`config.mk`:
```
export PLATFORM = sky130hd
export DESIGN_NAME = nv_cycle_ctrl
export DESIGN_NICKNAME = d
export VERILOG_FILES = /design/src/rtl/nvc_pkg.sv /design/src/rtl/nvc_seq_match.sv /design/src/rtl/nvc_down_cnt.sv /design/src/rtl/nvc_wr_guard.sv /design/src/rtl/nv_cycle_ctrl.sv
export SDC_FILE = /design/constraint.sdc
export NUM_CORES = 1
export LEC_CHECK = 0
export CAP_MARGIN = 5
export CORE_ASPECT_RATIO = 2
export CORE_MARGIN = 4
export CORE_UTILIZATION = 49
export CTS_CLUSTER_SIZE = 25
export DETAILED_ROUTE_END_ITERATION = 10
export PLACE_DENSITY = 0.79
export SKIP_LAST_GASP = 1
export SLEW_MARGIN = 25
export SYNTH_ARGS = -nofsm -noshare
export SYNTH_HDL_FRONTEND = slang
export SYNTH_SLANG_ARGS = --single-unit
```
`constraint.sdc`:
```
create_clock -name clk -period 2.65 [get_ports clk]
set_clock_uncertainty 0.2 [all_clocks]
set_input_delay 0.53 -clock clk [delete_from_list [all_inputs] [get_ports clk]]
set_output_delay 0.53 -clock clk [all_outputs]
set_load 0.02 [all_outputs]
```
`src/rtl/nvc_pkg.sv`:
```
// Shared types and constants for the nonvolatile cycle sequencer.
// Assumes chain keys fit in 16 bits; callers slice to their compare width.
package nvc_pkg;

    typedef enum logic [2:0] {
        S_IDLE  = 3'd0,
        S_HWIN  = 3'd1,
        S_STORE = 3'd2,
        S_RCLR  = 3'd3,
        S_RLOAD = 3'd4,
        S_WREL  = 3'd5
    } nvc_state_t;

    localparam logic [15:0] KEY_STORE  = 16'h0FC0;
    localparam logic [15:0] KEY_RECALL = 16'h0C63;
    localparam int          LEAD_LEN   = 5;

    // Leading chain address for a given step.
    function automatic logic [15:0] lead_key(input logic [2:0] idx);
        case (idx)
            3'd0:    lead_key = 16'h0E38;
            3'd1:    lead_key = 16'h31C7;
            3'd2:    lead_key = 16'h03E0;
            3'd3:    lead_key = 16'h3C1F;
            3'd4:    lead_key = 16'h303F;
            default: lead_key = 16'hFFFF;
        endcase
    endfunction

endpackage

```
`src/rtl/nvc_seq_match.sv`:
```
// Software chain matcher: tracks progress through the five leading reads
// and flags the sixth read as a store or recall request.
// Assumes rd_stb marks one cycle per read access (chip-enable falling edge).
module nvc_seq_match
    import nvc_pkg::*;
#(
    parameter int CMP_W = 14
) (
    input  logic             clk,
    input  logic             rst_n,
    input  logic             en,
    input  logic             rd_stb,
    input  logic             wr_act,
    input  logic [CMP_W-1:0] addr_lo,
    output logic             fire_store,
    output logic             fire_recall
);
    logic [2:0] step;
    logic       last_step;
    logic       hit_lead;

    // Decode the current read against the expected key.
    always_comb begin
        last_step   = (step == 3'(LEAD_LEN));
        hit_lead    = (addr_lo == lead_key(step)[CMP_W-1:0]);
        fire_store  = en & rd_stb & ~wr_act & last_step & (addr_lo == KEY_STORE[CMP_W-1:0]);
        fire_recall = en & rd_stb & ~wr_act & last_step & (addr_lo == KEY_RECALL[CMP_W-1:0]);
    end

    // Advance on a matching read, fall back to the start on anything else.
    always_ff @(posedge clk) begin
        if (!rst_n || !en || wr_act) begin
            step <= 3'd0;
        end else if (rd_stb) begin
            if (last_step || !hit_lead) step <= 3'd0;
            else                        step <= step + 3'd1;
        end
    end

endmodule

```
`src/rtl/nvc_down_cnt.sv`:
```
// Loadable down counter used to time windows and phases.
// A phase lasting L cycles is loaded with L-1; zero marks its last cycle.
module nvc_down_cnt #(
    parameter int W = 8
) (
    input  logic         clk,
    input  logic         rst_n,
    input  logic         load,
    input  logic [W-1:0] load_val,
    output logic         zero
);
    logic [W-1:0] cnt;

    // Load on request, otherwise count down and rest at zero.
    always_ff @(posedge clk) begin
        if (!rst_n)           cnt <= '0;
        else if (load)        cnt <= load_val;
        else if (cnt != '0)   cnt <= cnt - 1'b1;
    end

    assign zero = (cnt == '0);

endmodule

```
`src/rtl/nvc_wr_guard.sv`:
```
// Write re-arm and modified tracking.
// armed drops at each completed nonvolatile cycle and at reset, and returns
// once chip-enable or write-enable is seen high; modified follows writes.
module nvc_wr_guard (
    input  logic clk,
    input  logic rst_n,
    input  logic ce_n,
    input  logic we_n,
    input  logic wr_take,
    input  logic op_done,
    output logic armed,
    output logic modified
);
    // Require a fresh write strobe after reset or a nonvolatile cycle.
    always_ff @(posedge clk) begin
        if (!rst_n || op_done) armed <= 1'b0;
        else if (ce_n || we_n) armed <= 1'b1;
    end

    // Record that the array differs from its shadow.
    always_ff @(posedge clk) begin
        if (!rst_n || op_done) modified <= 1'b0;
        else if (wr_take)      modified <= 1'b1;
    end

endmodule

```
`src/rtl/nv_cycle_ctrl.sv`:
```
// Nonvolatile store/recall sequencer. Samples an asynchronous SRAM-style
// bus on clk, arbitrates software, hardware-line and power requests, times
// the STORE and RECALL phases and gates array access.
// Assumes hsb_in_n is the wired-AND of busy_pull and any external pull.
module nv_cycle_ctrl
    import nvc_pkg::*;
#(
    parameter int ADDR_W    = 14,
    parameter int CMP_W     = 14,
    parameter int STORE_CYC = 4000,
    parameter int CLR_CYC   = 64,
    parameter int XFER_CYC  = 1000,
    parameter int DLY_CYC   = 250
) (
    input  logic              clk,
    input  logic              rst_n,
    input  logic              bus_ce_n,
    input  logic              bus_we_n,
    input  logic [ADDR_W-1:0] bus_addr,
    input  logic              hsb_in_n,
    input  logic              pwr_ok,
    output logic              busy_pull,
    output logic              recall_clear,
    output logic              recall_load,
    output logic              rd_en,
    output logic              wr_en
);
    localparam int MAX_A = (STORE_CYC > XFER_CYC) ? STORE_CYC : XFER_CYC;
    localparam int MAX_B = (CLR_CYC > DLY_CYC) ? CLR_CYC : DLY_CYC;
    localparam int MAX_C = (MAX_A > MAX_B) ? MAX_A : MAX_B;
    localparam int CNT_W = $clog2(MAX_C + 1);
    localparam logic [CNT_W-1:0] LD_STORE = CNT_W'(STORE_CYC - 1);
    localparam logic [CNT_W-1:0] LD_CLR   = CNT_W'(CLR_CYC - 1);
    localparam logic [CNT_W-1:0] LD_XFER  = CNT_W'(XFER_CYC - 1);
    localparam logic [CNT_W-1:0] LD_DLY   = CNT_W'(DLY_CYC - 1);

    nvc_state_t       st, st_d;
    logic             ce_q, hsb_q, pend, pend_d, wip, wip_d;
    logic             cnt_load, cnt_zero;
    logic [CNT_W-1:0] cnt_val;
    logic             armed, modified, op_done;
    logic             wr_act, wr_take, rd_stb, seq_en, fire_store, fire_recall;

    // Bus event decode and access gating.
    always_comb begin
        wr_act  = ~bus_ce_n & ~bus_we_n;
        rd_stb  = ce_q & ~bus_ce_n & bus_we_n;
        rd_en   = pwr_ok & ((st == S_IDLE) | (st == S_HWIN));
        wr_en   = pwr_ok & armed & ((st == S_IDLE) | ((st == S_HWIN) & wip));
        wr_take = wr_act & wr_en;
        seq_en  = (st == S_IDLE) & pwr_ok & hsb_q & ~pend;
        op_done = cnt_zero & ((st == S_STORE) | (st == S_RLOAD));
    end

    assign busy_pull    = (st == S_STORE);
    assign recall_clear = (st == S_RCLR);
    assign recall_load  = (st == S_RLOAD);

    // Request arbitration and phase sequencing.
    always_comb begin
        st_d     = st;
        cnt_load = 1'b0;
        cnt_val  = '0;
        pend_d   = pend | ~pwr_ok;
        wip_d    = 1'b0;
        case (st)
            S_IDLE: begin
                if (!pwr_ok) begin
                    if (modified) begin
                        st_d = S_STORE; cnt_load = 1'b1; cnt_val = LD_STORE;
                    end
                end else if (pend) begin
                    st_d = S_RCLR; cnt_load = 1'b1; cnt_val = LD_CLR; pend_d = 1'b0;
                end else if (!hsb_q) begin
                    st_d = S_HWIN; cnt_load = 1'b1; cnt_val = LD_DLY; wip_d = wr_take;
                end else if (fire_store) begin
                    st_d = S_STORE; cnt_load = 1'b1; cnt_val = LD_STORE;
                end else if (fire_recall) begin
                    st_d = S_RCLR; cnt_load = 1'b1; cnt_val = LD_CLR;
                end
            end
            S_HWIN: begin
                wip_d = wip & wr_act;
                if (cnt_zero) begin
                    if (modified) begin
                        st_d = S_STORE; cnt_load = 1'b1; cnt_val = LD_STORE;
                    end else begin
                        st_d = S_WREL;
                    end
                end
            end
            S_STORE: if (cnt_zero) st_d = S_WREL;
            S_RCLR: begin
                if (cnt_zero) begin
                    st_d = S_RLOAD; cnt_load = 1'b1; cnt_val = LD_XFER;
                end
            end
            S_RLOAD: if (cnt_zero) st_d = S_IDLE;
            S_WREL:  if (hsb_q) st_d = S_IDLE;
            default: st_d = S_IDLE;
        endcase
    end

    // State, sampled bus levels and pending-recall latch.
    always_ff @(posedge clk) begin
        if (!rst_n) begin
            st    <= S_IDLE;
            ce_q  <= 1'b1;
            hsb_q <= 1'b1;
            pend  <= 1'b1;
            wip   <= 1'b0;
        end else begin
            st    <= st_d;
            ce_q  <= bus_ce_n;
            hsb_q <= hsb_in_n;
            pend  <= pend_d;
            wip   <= wip_d;
        end
    end

    nvc_seq_match #(.CMP_W(CMP_W)) u_match (
        .clk(clk), .rst_n(rst_n), .en(seq_en), .rd_stb(rd_stb), .wr_act(wr_act),
        .addr_lo(bus_addr[CMP_W-1:0]), .fire_store(fire_store), .fire_recall(fire_recall)
    );

    nvc_down_cnt #(.W(CNT_W)) u_timer (
        .clk(clk), .rst_n(rst_n), .load(cnt_load), .load_val(cnt_val), .zero(cnt_zero)
    );

    nvc_wr_guard u_guard (
        .clk(clk), .rst_n(rst_n), .ce_n(bus_ce_n), .we_n(bus_we_n),
        .wr_take(wr_take), .op_done(op_done), .armed(armed), .modified(modified)
    );

endmodule

```
* After elaboration in Yosys (flattened, before gate mapping)
Cells that the tools add are included.
** Cells by class
- Add/sub/neg operators :: 2
- Multiply operators :: 0
- Divide/modulo/power cells :: 0
- $lt $le $gt $ge :: 0
- Equality and inequality tests :: 20
- Shifts and indexed selects :: 0
- Multiplexer cells :: 42
- Bitwise operators :: 27
- Reduce and logical (&&, ||, !) cells :: 14
** Operators with widths (count)
- $mux 12 :: 8
- $pmux 14 s5 :: 1
- $mux 3 :: 13
- $pmux 12 s3 :: 1
- $eq 14x12->1 const B :: 2
- $and 1x1->1 :: 18
- $pmux 3 s6 :: 1
- $eq 14x14->1 :: 1
- $mux 1 :: 14
- $eq 3x2->1 const B :: 4
- $eq 3x3->1 const B :: 4
- $logic_not 12->1 :: 1
- $reduce_bool 12->1 :: 1
- $sub 12x1->12 const B :: 1
- $mux 10 :: 1
- $reduce_and 7->1 :: 1
- $eq 3x1->1 const B :: 2
- $logic_not 3->1 :: 2
- $mux 6 :: 1
- $ne 2x1->1 const B :: 3
- $ne 6x6->1 const B :: 1
- $logic_or 1x1->1 :: 5
- $not 1->1 :: 5
- $ne 2x2->1 const B :: 2
- 7 further kinds :: 12
** Storage, ports and cells
- Register bits after elaboration :: 24
- Bits in latches :: 0
- Memory bits (writable) :: 0
- ROM bits :: 0
- Output and inout port bits :: 5
- Word-level logic and storage cells :: 114
- Memories kept :: 0

* Logic depth before layout (Yosys ltp)
- Word-level depth :: 15
- Gate-level depth with buffers :: 9

* Cells and area by module
A second synthesis with hierarchy kept.
** Second synthesis, totals
- Cells, all modules :: 256
- Area, all modules :: 1935.6 um^2
** By module, submodules not included
- nvc_down_cnt :: times used 1, cells each 90, area each 703.2 um^2, seq. area each 240.2 um^2
- nv_cycle_ctrl :: times used 1, cells each 89, area each 629.4 um^2, seq. area each 140.1 um^2
- nvc_seq_match :: times used 1, cells each 70, area each 533.0 um^2, seq. area each 60.1 um^2
- nvc_wr_guard :: times used 1, cells each 7, area each 70.1 um^2, seq. area each 40.0 um^2

* Worst setup path after synthesis
Ideal clock, no wire load.
- Path kind :: reg2reg
- From :: reg u_match.step[1]
- To :: reg u_timer.cnt[6]
- Setup time :: 116 ps
- Data arrival time :: 1943 ps
- Path slack :: 392 ps
- Cell stages (with the launch flop) :: 9
- Path buffers :: 0
- Cells stage by stage :: dfxtp_1 > inv_1 > ha_1 > nand2_1 > or4b_4 > a211oi_4 > o21ai_1 > a21o_1 > and3_1
** On the way
- Longest elaborated chain between the ends :: 10
** RTL lines
- from (decl) :: RTL line nvc_seq_match.sv:18 : logic [2:0] step;
- from (signal assigned) :: RTL line nvc_seq_match.sv:36 : else step <= step + 3'd1;
- $eq 3x3->1 (*) :: RTL line nvc_seq_match.sv:24 : last_step = (step == 3'(LEAD_LEN));
- $and 1x1->1 (*) :: RTL line nvc_seq_match.sv:26, nvc_seq_match.sv:27
- $and 1x1->1 :: RTL line nvc_seq_match.sv:27 : fire_recall = en & rd_stb & ~wr_act & last_step & (addr_lo == KEY_RECALL[CMP_W-1:0]);
- $mux 1 :: RTL line nv_cycle_ctrl.sv:78 : end else if (fire_recall) begin
- $mux 1 (*) :: RTL line nv_cycle_ctrl.sv:76 : end else if (fire_store) begin
- $mux 1 (*) :: RTL line nv_cycle_ctrl.sv:74 : end else if (!hsb_q) begin
- $mux 1 (*) :: RTL line nv_cycle_ctrl.sv:72 : end else if (pend) begin
- $mux 1 (*) :: RTL line nv_cycle_ctrl.sv:68 : if (!pwr_ok) begin
- $pmux 1 s3 (*) :: RTL line nv_cycle_ctrl.sv:66 : case (st)
- $mux 12 / $reduce_bool 2->1 (equally long branches)
- to (signal assigned) :: RTL line nvc_down_cnt.sv:17 : else if (load) cnt <= load_val;
- to (signal assigned) :: RTL line nvc_down_cnt.sv:18 : else if (cnt != '0) cnt <= cnt - 1'b1;
- to (decl) :: RTL line nvc_down_cnt.sv:12 : logic [W-1:0] cnt;
Every way passes the cells marked *; elsewhere a longest branch is shown, timed or not.
A chain may end at the register's enable or synchronous reset.

* Final worst setup path
- From :: in pwr_ok
- To :: reg u_match.step[1]
** On the way
- Longest elaborated chain between the ends :: 6
** RTL lines
- from (decl) :: RTL line nv_cycle_ctrl.sv:21 : input logic pwr_ok,
- $and 1x1->1 (3 in series) :: RTL line nv_cycle_ctrl.sv:51 : seq_en = (st == S_IDLE) & pwr_ok & hsb_q & ~pend;
- $logic_not 1->1 :: RTL line nvc_seq_match.sv:32 : if (!rst_n || !en || wr_act) begin
- $logic_or 1x1->1 (2 in series) :: RTL line nvc_seq_match.sv:32
No other way between the ends.

==> results.cfg <==
[run_status]
status = finished, final reports clean

[synthesis]
synth_top_area_share = 0.2683
syn_avg_cell_area_um2 = 7.922
synth_ff_type = dfxtp_1
ys_seq_area_frac = 0.2683
synthCells = 226
async_flop_share = 0
ys_ff_latch = 24
synth_area_leaders = dfxtp_1 (27%), ha_1 (4.9%), a21oi_1 (4.8%)
syn_nets = 253
ys_types = 51
ys_warn_count = 0
synth.largest_area_cell = dfxtp_1
synth_edf_count = 0
syn_area_mm2 = 0.001790

[finish]
drive_above_1_share = 0.1739
final_area_mm2 = 0.002374
postLayoutCoreUtil = 0.6873
antennaDiodeCount = 0
area_delta_synth_final_pct = 32.56
final_nets = 304

[clock_tree]
cts_inserted_buffers = 3
cts.sinks = 24
hold_buffers = 0
cts_tree = yes
path_clk_slew_ps = 90
post-cts-setup-buffers = 0
cts-root-buf = clkbuf_8
insertion_delay_ps = 270
clk_path_buf_depth = 2
cts-htree-levels = 1

[setup_path]
crit_slowest_cell = clkdlybuf4s50_1
crit_end = u_match.step[1]$_SDFFE_PP0N_
critPathArrivalTime_ps = 2560
reg2reg_to = u_match.step[1]$_SDFFE_PP0N_
cpPeakStageDelay_ps = 570
worst-r2r-cell-count = 8
regToRegStartpoint = u_match.step[0]$_SDFFE_PP0N_
required_ps = 2650
critPathLaunchType = input port
timing.critical_path.from = pwr_ok
cp_cell_sequence = clkdlybuf4s50_1 > nand3b_1 > nand2b_1 > a2111o_1 > nor4_1 > o211ai_1 > o22ai_1
r2r_slack_ps = 150
worstPathMaxFanout = 5
critPathKind = in -> reg
crit_path_end_kind = register

[routing]
drtIter0Drc = 83
routed-via-count = 1851
remaining_drc_errors = 0
antenna_left = 0
routedWlPerCell_um = 14.57
via_per_inst = 5.713
wl_mm = 4.721
first_pass_iters = 4

[floorplan]
die_y_um = 93.49
start_util = 0.5185
dieArea_mm2 = 0.004744
fp.dieW_um = 50.75
placeableCoreArea_mm2 = 0.003453
ios = 25
rows = 30

[sta]
max_slew_margin = 0.6982
fin_crit_sh = 0.9667
fin_tns_setup_ps = 0
worst_pin_slew_ps = 449.7
finalMaxSlewViolations = 0
period_needed_ps = 2562
finalWorstSetupSlack_ps = 88.14
rsz0062_at_grt = true
setup_viol = 0
max_freq_mhz = 390.3
finalHoldViolCount = 0

[power_and_ir_drop]
power.density_mw_per_mm2 = 811.9
pwr-share-comb = 0.519
pwr-share-clk = 0.170
irDropWorstVdd_uv = 576.8
p_int_w = 0.001165
p_sw_w = 0.0007624
seqPwrFrac = 0.311
swShare = 0.3956
p_total_w = 0.001927
leakagePower_nw = 0.9282

[placement]
pre_cts_ws_ps = -280.5
gp_congestion = 0.8784
portBuffers = 24
place_area_mm2 = 0.002286
post-dp-hpwl_mm = 3.737

[grt]
grt_pass1_vias = 1983
gr-total-overflow = 0
track_usage = 0.2128
grt_pass1_wl_mm = 8.024
grt_max_degree = 16
antenna_found_initial = 0

[hold_path]
hp-class = reg -> reg
whs_path_depth = 2

[job]
maxCapViolations = 0
[registers in the layout, summed over array words and instances, names as in the netlist]
| name | count |
|---|---|
| u_timer.cnt | 12 |
| st | 3 |
| u_match.step | 3 |
| ce_q | 1 |
| hsb_q | 1 |
| pend | 1 |
| u_guard.armed | 1 |
| u_guard.modified | 1 |
| wip | 1 |
[cells by family (layout without fill, tap and decap cells)]
group                      Yosys count  in the layout  synth area share
adders and majority gates            7              7           0.04891
buffers and inverters               17             67           0.03774
xor gates and xnor gates            13             13           0.06359
muxes                                4              4           0.02236
AOI/OAI and AO/OA                   58             58            0.2159
and+or+nand+nor                    103            103            0.3431
DFF                                 24             24            0.2683
[critical path: cells and delay by family]
family / cells / cell delay, ps
simple gates: 3 / 760
compound gates: 3 / 700
buf+inv: 1 / 570
[power by group through the flow]
stage               Sequential, W  Clock [W]  Combinational (W)
floorplan                0.000562          0           0.000706
global placement         0.000598          0           0.000982
detailed placement       0.000603          0           0.000988
CTS                      0.000595   0.000328           0.000990
global route             0.000619   0.000338            0.00112
finish                   0.000599   0.000327            0.00100
[stage by stage]
| step | hold slack (ps) | instances |
|---|---|---|
| 2_1_floorplan | 245.2 | 226 |
| 3_3_place_gp | 274.3 | 320 |
| 3_5_place_dp | 283.4 | 320 |
| 4_1_cts | 298.2 | 324 |
| 5_1_grt | 349.6 | 324 |
| 6_report | 302.4 | 324 |
[layout by cell type (no fill, tap or decap), types with 2 or more instances in the layout]
cell type | Yosys | routed
nor4b_1 | 4 | 3
a21oi_1 | 17 | 17
ha_1 | 7 | 7
o31a_1 | 2 | 2
o22ai_1 | 2 | 2
nand3b_1 | 3 | 3
o21ai_0 | 11 | 11
or3_1 | 2 | 2
nor4_1 | 5 | 5
nand3_1 | 11 | 11
dfxtp_1 | 24 | 23
and3_1 | 2 | 2
o211ai_1 | 2 | 2
or4b_4 | 2 | 2
inv_1 | 8 | 8
clkbuf_8 | 0 | 3
nor3b_1 | 5 | 5
nor2b_1 | 4 | 4
nor2_1 | 22 | 22
a21o_1 | 3 | 3
and2_1 | 3 | 3
o21ai_1 | 2 | 2
nand2b_1 | 8 | 8
clkdlybuf4s50_1 | 0 | 22
nand4_1 | 2 | 2
mux2i_1 | 4 | 4
nand2_1 | 10 | 10
or4_1 | 3 | 3
xnor2_1 | 6 | 6
buf_4 | 1 | 31
dlygate4sd2_1 | 0 | 2
xor2_1 | 7 | 7
nor3_1 | 11 | 10
o31ai_1 | 4 | 4
a21boi_1 | 4 | 4
[final cells by class]
cell class                      instances  area [um2]
Sequential cell                        24       481.7
Clock inverter                          1       30.03
Timing Repair Buffer                   55       470.5
Clock buffer                            3       41.29
Multi-Input combinational cell        185        1260
Fill cell                             320        1080
Tap cell                               48       60.06
Inverter                                8       30.03
[per-layer routing]
layer / wire [um] / up-vias / GRT usage
met5: 0 / - / 0
met3: 114 / 16 / 0.01276
met2: 2684 / 43 / 0.4269
li1: - / 923 / -
met1: 1782 / 869 / 0.2016
met4: 140 / 0 / 0.1169
[cells in the mapped netlist, drive strengths merged, types with 3 or more instances]
library cell and number:
dfxtp 24, nor2 22, a21oi 17, o21ai 14
nor3 12, nand3 11, nand2 10, inv 8
nand2b 8, clkbuf 7, ha 7, xor2 7
nor3b 6, nor4 6, xnor2 6, a21boi 4
mux2i 4, nor2b 4, nor4b 4, o31ai 4
a21o 3, and2 3, nand3b 3, or3 3
or4 3
[worst min path at each step]
stage | from | to | slack, ps
after floorplan | u_guard.armed$_SDFFE_PP0N_ | u_guard.armed$_SDFFE_PP0N_ | 250
after global placement | u_guard.armed$_SDFFE_PP0N_ | u_guard.armed$_SDFFE_PP0N_ | 270
after detailed placement | pend$_SDFF_PN1_ | pend$_SDFF_PN1_ | 280
after CTS | pend$_SDFF_PN1_ | pend$_SDFF_PN1_ | 300
after global routing | u_match.step[0]$_SDFFE_PP0N_ | u_match.step[0]$_SDFFE_PP0N_ | 350
final | pend$_SDFF_PN1_ | pend$_SDFF_PN1_ | 300
[repair_timing]
item	in CTS	in global routing
pin swaps	0	2
endpoints found under the setup margin	2	12
gates resized for setup	2	4
cloned	0	0
Note: power is estimated with default switching activity, not from simulation.
